<file path="config.mk">
export PLATFORM = sky130hd
export DESIGN_NAME = dsa_shared_mem
export DESIGN_NICKNAME = d
export VERILOG_FILES = /design/src/rtl/dsa_pkg.sv /design/src/rtl/dsa_arbiter.sv /design/src/rtl/dsa_addr_map.sv /design/src/rtl/dsa_ctrl.sv /design/src/rtl/dsa_shared_mem.sv
export SDC_FILE = /design/constraint.sdc
export NUM_CORES = 1
export LEC_CHECK = 0
export BUFFER_PORTS_ARGS = -buffer_cell sky130_fd_sc_hd__buf_2
export CAP_MARGIN = 20
export CORE_MARGIN = 4
export CORE_UTILIZATION = 37
export DETAILED_ROUTE_END_ITERATION = 16
export PLACE_DENSITY = 0.72
export SLEW_MARGIN = 20
export SYNTH_ARGS = -nofsm -noshare
export SYNTH_HDL_FRONTEND = slang
export SYNTH_SLANG_ARGS = --single-unit
</file>
<file path="constraint.sdc">
create_clock -name clk -period 2.2 [get_ports clk]
set_input_delay 0.33 -clock clk [delete_from_list [all_inputs] [get_ports clk]]
set_output_delay 0.33 -clock clk [all_outputs]
set_load 0.05 [all_outputs]
</file>
<file path="src/rtl/dsa_pkg.sv">
// Package: shared identifiers for the dual-core shared memory arbiter.
// Assumes: exactly two requesters, indexed by core_e.
package dsa_pkg;
    typedef enum logic {
        CORE_PRI = 1'b0,
        CORE_SEC = 1'b1
    } core_e;

    // Control register field positions.
    localparam int CTL_RELEASE_BIT = 0;
    localparam int CTL_RELOC_BIT   = 1;
endpackage

</file>
<file path="src/rtl/dsa_arbiter.sv">
// Module: grant selection between the two cores.
// Does: picks at most one core per cycle. The default variant is round-robin
//   with a bounded lock hold; the PHASED variant alternates fixed slots.
// Assumes: req is already masked for a core held in reset; gnt is combinational
//   and an access completes at the clock edge that ends a granted cycle.
module dsa_arbiter #(
    parameter int LOCK_MAX = 4,
    parameter bit PHASED   = 1'b0
) (
    input  logic       clk,
    input  logic       rst_n,
    input  logic [1:0] req,
    input  logic [1:0] lock,
    output logic [1:0] gnt
);
    import dsa_pkg::*;

    localparam int CNT_W = $clog2(LOCK_MAX + 1);

    generate
        if (PHASED) begin : g_slot
            logic slot_q;
            logic unused_lock;
            assign unused_lock = ^lock;

            // Slot owner toggles every clock; primary owns the first slot.
            always_ff @(posedge clk) begin
                if (!rst_n) slot_q <= CORE_PRI;
                else        slot_q <= ~slot_q;
            end

            // Only the slot owner may be granted.
            always_comb begin
                gnt         = 2'b00;
                gnt[slot_q] = req[slot_q];
            end
        end else begin : g_rr
            logic             prio_q;
            logic             hold_q;
            logic             holder_q;
            logic [CNT_W-1:0] cnt_q;
            logic             winner;
            logic [CNT_W-1:0] run_n;

            // Grant: lock holder first, then round-robin on contention.
            always_comb begin
                gnt = 2'b00;
                if (hold_q)                gnt[holder_q] = req[holder_q];
                else if (req[0] && req[1]) gnt[prio_q]   = 1'b1;
                else                       gnt           = req;
            end

            assign winner = gnt[1];
            assign run_n  = (hold_q && (holder_q == winner)) ? cnt_q + 1'b1
                                                             : CNT_W'(1);

            // Track turn order and the length of the current locked run.
            always_ff @(posedge clk) begin
                if (!rst_n) begin
                    prio_q   <= CORE_PRI;
                    hold_q   <= 1'b0;
                    holder_q <= CORE_PRI;
                    cnt_q    <= '0;
                end else if (|gnt) begin
                    prio_q <= ~winner;
                    if (lock[winner] && (run_n < CNT_W'(LOCK_MAX))) begin
                        hold_q   <= 1'b1;
                        holder_q <= winner;
                        cnt_q    <= run_n;
                    end else begin
                        hold_q <= 1'b0;
                        cnt_q  <= '0;
                    end
                end
            end
        end
    endgenerate
endmodule

</file>
<file path="src/rtl/dsa_addr_map.sv">
// Module: per-core address mapping onto the shared memory.
// Does: data addresses pass unchanged. Code addresses are cut to CODE_W bits
//   and, for the relocating variant with reloc_en high, offset by half the
//   code space (wrapping inside it).
// Assumes: is_data selects the data space.
module dsa_addr_map #(
    parameter int ADDR_W   = 24,
    parameter int CODE_W   = 16,
    parameter bit RELOCATE = 1'b0
) (
    input  logic              is_data,
    input  logic [ADDR_W-1:0] addr_i,
    input  logic              reloc_en,
    output logic [ADDR_W-1:0] addr_o
);
    localparam logic [CODE_W-1:0] HALF = CODE_W'(1) << (CODE_W - 1);

    generate
        if (RELOCATE) begin : g_rel
            logic [CODE_W-1:0] code_a;

            // Offset the code address when relocation is on.
            always_comb begin
                code_a = addr_i[CODE_W-1:0];
                if (reloc_en) code_a = code_a + HALF;
                addr_o = is_data ? addr_i : ADDR_W'(code_a);
            end
        end else begin : g_flat
            logic unused_reloc;
            assign unused_reloc = reloc_en;
            assign addr_o = is_data ? addr_i : ADDR_W'(addr_i[CODE_W-1:0]);
        end
    endgenerate
endmodule

</file>
<file path="src/rtl/dsa_ctrl.sv">
// Module: secondary-core control register.
// Does: holds the release and relocation bits, loaded only by primary writes.
// Assumes: wr_pri is already qualified by grant, write and address match.
module dsa_ctrl #(
    parameter int DATA_W = 8
) (
    input  logic              clk,
    input  logic              rst_n,
    input  logic              wr_pri,
    input  logic [1:0]        wbits,
    output logic              release_o,
    output logic              reloc_o,
    output logic [DATA_W-1:0] rd_o
);
    import dsa_pkg::*;

    // Load both control bits on a qualified primary write.
    always_ff @(posedge clk) begin
        if (!rst_n) begin
            release_o <= 1'b0;
            reloc_o   <= 1'b0;
        end else if (wr_pri) begin
            release_o <= wbits[CTL_RELEASE_BIT];
            reloc_o   <= wbits[CTL_RELOC_BIT];
        end
    end

    assign rd_o = DATA_W'({reloc_o, release_o});
endmodule

</file>
<file path="src/rtl/dsa_shared_mem.sv">
// Module: top of the dual-core shared memory arbiter.
// Does: maps each core's address, grants one core per cycle, multiplexes the
//   granted core onto the memory port, intercepts the control address and
//   registers read data per core.
// Assumes: memory read data is valid combinationally in the access cycle.
module dsa_shared_mem #(
    parameter int                ADDR_W    = 24,
    parameter int                DATA_W    = 8,
    parameter int                CODE_W    = 16,
    parameter int                LOCK_MAX  = 4,
    parameter bit                PHASED    = 1'b0,
    parameter logic [ADDR_W-1:0] CTRL_ADDR = '1
) (
    input  logic              clk,
    input  logic              rst_n,
    input  logic              a_req,
    input  logic              a_we,
    input  logic              a_dsp,
    input  logic [ADDR_W-1:0] a_addr,
    input  logic [DATA_W-1:0] a_wdata,
    input  logic              a_lock,
    output logic [DATA_W-1:0] a_rdata,
    output logic              a_ready,
    input  logic              b_req,
    input  logic              b_we,
    input  logic              b_dsp,
    input  logic [ADDR_W-1:0] b_addr,
    input  logic [DATA_W-1:0] b_wdata,
    input  logic              b_lock,
    output logic [DATA_W-1:0] b_rdata,
    output logic              b_ready,
    output logic              b_rst_n,
    output logic              mem_en,
    output logic              mem_we,
    output logic              mem_dsp,
    output logic [ADDR_W-1:0] mem_addr,
    output logic [DATA_W-1:0] mem_wdata,
    input  logic [DATA_W-1:0] mem_rdata
);
    import dsa_pkg::*;

    localparam int NCORE = 2;

    logic [NCORE-1:0]  req_v, we_v, dsp_v, lock_v, gnt, hit_v;
    logic [ADDR_W-1:0] addr_v  [NCORE];
    logic [ADDR_W-1:0] maddr_v [NCORE];
    logic [DATA_W-1:0] wdata_v [NCORE];
    logic              sec_run, reloc_en, sel;
    logic [DATA_W-1:0] ctrl_rd;

    assign req_v      = {b_req & sec_run, a_req};
    assign we_v       = {b_we, a_we};
    assign dsp_v      = {b_dsp, a_dsp};
    assign lock_v     = {b_lock, a_lock};
    assign addr_v[0]  = a_addr;
    assign addr_v[1]  = b_addr;
    assign wdata_v[0] = a_wdata;
    assign wdata_v[1] = b_wdata;

    dsa_arbiter #(
        .LOCK_MAX (LOCK_MAX),
        .PHASED   (PHASED)
    ) u_arb (
        .clk   (clk),
        .rst_n (rst_n),
        .req   (req_v),
        .lock  (lock_v),
        .gnt   (gnt)
    );

    dsa_ctrl #(
        .DATA_W (DATA_W)
    ) u_ctrl (
        .clk       (clk),
        .rst_n     (rst_n),
        .wr_pri    (gnt[CORE_PRI] && we_v[CORE_PRI] && hit_v[CORE_PRI]),
        .wbits     (wdata_v[CORE_PRI][1:0]),
        .release_o (sec_run),
        .reloc_o   (reloc_en),
        .rd_o      (ctrl_rd)
    );

    generate
        for (genvar i = 0; i < NCORE; i++) begin : g_port
            logic [DATA_W-1:0] rd_q;

            dsa_addr_map #(
                .ADDR_W   (ADDR_W),
                .CODE_W   (CODE_W),
                .RELOCATE (i == int'(CORE_SEC))
            ) u_map (
                .is_data  (dsp_v[i]),
                .addr_i   (addr_v[i]),
                .reloc_en (reloc_en),
                .addr_o   (maddr_v[i])
            );

            assign hit_v[i] = dsp_v[i] && (addr_v[i] == CTRL_ADDR);

            // Capture read data only for this core's granted reads.
            always_ff @(posedge clk) begin
                if (!rst_n)                  rd_q <= '0;
                else if (gnt[i] && !we_v[i]) rd_q <= hit_v[i] ? ctrl_rd : mem_rdata;
            end
        end
    endgenerate

    // Memory port multiplexer steered by the granted core.
    assign sel       = gnt[CORE_SEC];
    assign mem_en    = (|gnt) && !hit_v[sel];
    assign mem_we    = mem_en && we_v[sel];
    assign mem_dsp   = dsp_v[sel];
    assign mem_addr  = maddr_v[sel];
    assign mem_wdata = wdata_v[sel];

    assign a_ready = gnt[CORE_PRI];
    assign b_ready = gnt[CORE_SEC];
    assign a_rdata = g_port[0].rd_q;
    assign b_rdata = g_port[1].rd_q;
    assign b_rst_n = sec_run;
endmodule

</file>
==> metrics.txt <==
outcome=finished, final reports clean; CP endpoint kind=primary output; Detail Route Antenna Nets=0; worst hold path class=in -> reg; DR vias=~2,400; Slew HR=0.735; first-pass GRT wire length=10.8 mm; initial antenna violation count=0; die area=0.00585 mm2; EDFF count, synth=0; Initial Util=0.390; core box area=roughly 0.0044 mm2; DRT iter0 DRCs=~130; I/O Pins=roughly 140; Skew-Pair Late Insertion Delay=270 ps; setup TNS=0 ps; worst reg2reg setup slack=around 410 ps; Synthesis Warnings=0; H-tree levels=1; top-area cell type share of the netlist area=0.277; critical path fanouts, max=17; fraction of registers with async set/reset=0; R2R depth=6; vias in the first global route=around 2,400; Final min period=2150 ps; final design utilization=0.639; Global Route Usage Sum=0.219; RSZ-0062 raised after global routing=yes; # port buffers=about 140; die height=between 70 and 80 um; worst hold slack=310 ps; Ant. Diodes=0; CTS Buf Count=3; root buffer cell=clkbuf_8; Slew @ Worst Pin=396 ps; floorplan row count=24; Fmax=around 470 MHz; Layout area overhead=63.5%; Fillers=between 400 and 500; period utilization=0.977; clk_skew=between 1 and 1.5 ps; clock buffer depth=2; synthesized flop and latch total=24; Mapped Area=between 0.0015 and 0.002 mm2; Setup crit start kind=flop; die width=76.5 um; Hold Path Origin=a_wdata[0]; Peak VDD IR=0.213 mV; drt first pass iters=4; Min-Delay Endpoint=u_ctrl.release_o; Nets=between 400 and 500; layout cells sized above 1=0.512; final HPWL from detailed placement=between 5 and 6 mm; GRT overflow=0; Worst EP required=1870 ps; top_reg_cell synth=dfxtp_1; detailed-route wire length=6.68 mm; area leader, netlist=dfxtp_1; syn_area_per_cell=~7 um2; Area contributors post-synth=dfxtp_1, nand2_1, a21boi_0; Critical Path AT=1820 ps; FF-to-FF Start=u_arb.g_rr.hold_q; clk sink count=24; Reg-to-Reg End=b_rdata[1]; Routability Congestion=0.884; clock slew seen by the registers of the worst setup and hold paths=90 ps; Synth Instances=250; Setup violations, final=0; pwr/cell area=about 430 mW/mm2; synth unique cells=46; sequential area share after synthesis=0.277; mean number of vias per cell=~5.3; CTS tree=yes; syn_nets=around 330; Final Hold Fails=0; wire per inst=15.1 um; DRC=0; CP Class=reg -> out; Pleak=roughly 1.4 nW; hold depth=3; max_cap viols=0; final slew viol count=0; largest net degree at the start of global routing=29
[power breakdown]
group / switching, W / leakage (nW) / internal, W
clock network: 0.000147 / 0.0339 / 0.000198
logic: 0.000263 / 1.18 / 0.000151
registers: 0.00000790 / 0.197 / 0.000444
total: 0.000418 / 1.41 / 0.000793
[flip-flops by register name, indices dropped and copies added (netlist names)]
signal	flops
b_rdata	8
u_arb.g_rr.holder_q	1
u_ctrl.reloc_o	1
u_arb.g_rr.cnt_q	3
a_rdata	8
u_arb.g_rr.hold_q	1
u_ctrl.release_o	1
u_arb.g_rr.prio_q	1
[worst max path at each step]
stage | from | endpoint | slack (ps) | depth (start not counted)
final | u_arb.g_rr.hold_q | mem_addr[19] | 50 | 7
after global routing | u_arb.g_rr.hold_q | mem_addr[21] | -9 | 7
after CTS | u_ctrl.release_o | mem_addr[18] | 7 | 7
after detailed placement | a_req | mem_addr[20] | 10 | 8
after global placement | a_req | mem_addr[18] | 40 | 8
after floorplan | u_ctrl.release_o | mem_addr[10] | 50 | 7
[metrics by stage]
step	cell area (um2)	total power, W	worst slack (ps)	std cells
3_5_place_dp	2610	0.000845	11.1	436
3_3_place_gp	2610	0.000842	35.3	436
5_1_grt	2840	0.00126	-8.87	443
6_report	2840	0.00121	51.2	443
2_1_floorplan	1810	0.000692	46.1	250
4_1_cts	2780	0.00120	6.71	441
[what timing repair did]
action | CTS | global route
pin swaps | 0 | 1
setup buffers | 0 | 2
hold buffers | 0 | 0
endpoints found under the setup margin | 33 | 26
gates resized for setup | 30 | 12
cloned | 1 | 0
[kinds of logic (layout without fill, tap and decap cells)]
group | Yosys count | after routing | share of synthesized area
simple gates | 148 | 148 | 0.409
mux | 4 | 4 | 0.0238
buf+inv | 20 | 161 | 0.0541
xor+xnor | 2 | 2 | 0.0101
compound gates | 51 | 51 | 0.219
fa+ha+maj | 1 | 1 | 0.00721
flops | 24 | 24 | 0.277
[final cells by class]
| class | count | area, um2 | area share |
|---|---|---|---|
| clock buffers | 4 | 66.3 | 0.0234 |
| inverters | 4 | 17.5 | 0.00617 |
| multi-input cells | 206 | 1240 | 0.439 |
| flip-flops and latches | 24 | 488 | 0.172 |
| well taps | 52 | 65.1 | 0.0229 |
| repair buffers | 153 | 956 | 0.337 |
[routing by layer]
| layer | vias up | global-route usage | share of wire |
|---|---|---|---|
| met2 | 124 | 0.395 | 0.49 |
| met4 | 0 | 0.0906 | 0.030 |
| met3 | 19 | 0.0437 | 0.083 |
| li1 | 1173 | - | - |
| met5 | - | 0 | 0 |
| met1 | 1051 | 0.250 | 0.40 |
[placed cells by master (no fill, tap or decap), types with 4 or more instances in the layout]
| master | count |
|---|---|
| o21ai_0 | 4 |
| nand4_1 | 11 |
| dfxtp_1 | 20 |
| buf_4 | 29 |
| nand3_1 | 6 |
| and3_2 | 7 |
| o211ai_1 | 12 |
| nand2_2 | 10 |
| nand2_1 | 84 |
| a31o_2 | 7 |
| a21boi_0 | 13 |
| buf_2 | 112 |
| nor2_1 | 6 |
| buf_6 | 8 |
[synth_stat cells (2+ instances only)]
master,instances
nand2_1,93
dfxtp_1,24
a21boi_0,13
o211ai_1,12
nand4_1,11
a31o_2,7
and3_2,7
buf_2,6
clkbuf_1,6
nand3_1,6
nor2_1,6
o21ai_0,5
inv_1,4
a211oi_1,3
mux2i_1,3
nor4_1,3
or3_1,3
or4_1,3
a21boi_1,2
a21oi_1,2
and3_1,2
buf_1,2
nand3b_1,2
o22ai_1,2
xnor2_1,2
[worst max-delay path, stage by stage (launching register included)]
cell,delay (ps)
dfxtp_2,350
nor2b_4,140
or3_4,370
inv_4,90
buf_12,140
and3_2,180
a31o_2,90
buf_4,190
No activity file was read; power rests on OpenSTA's default activity.
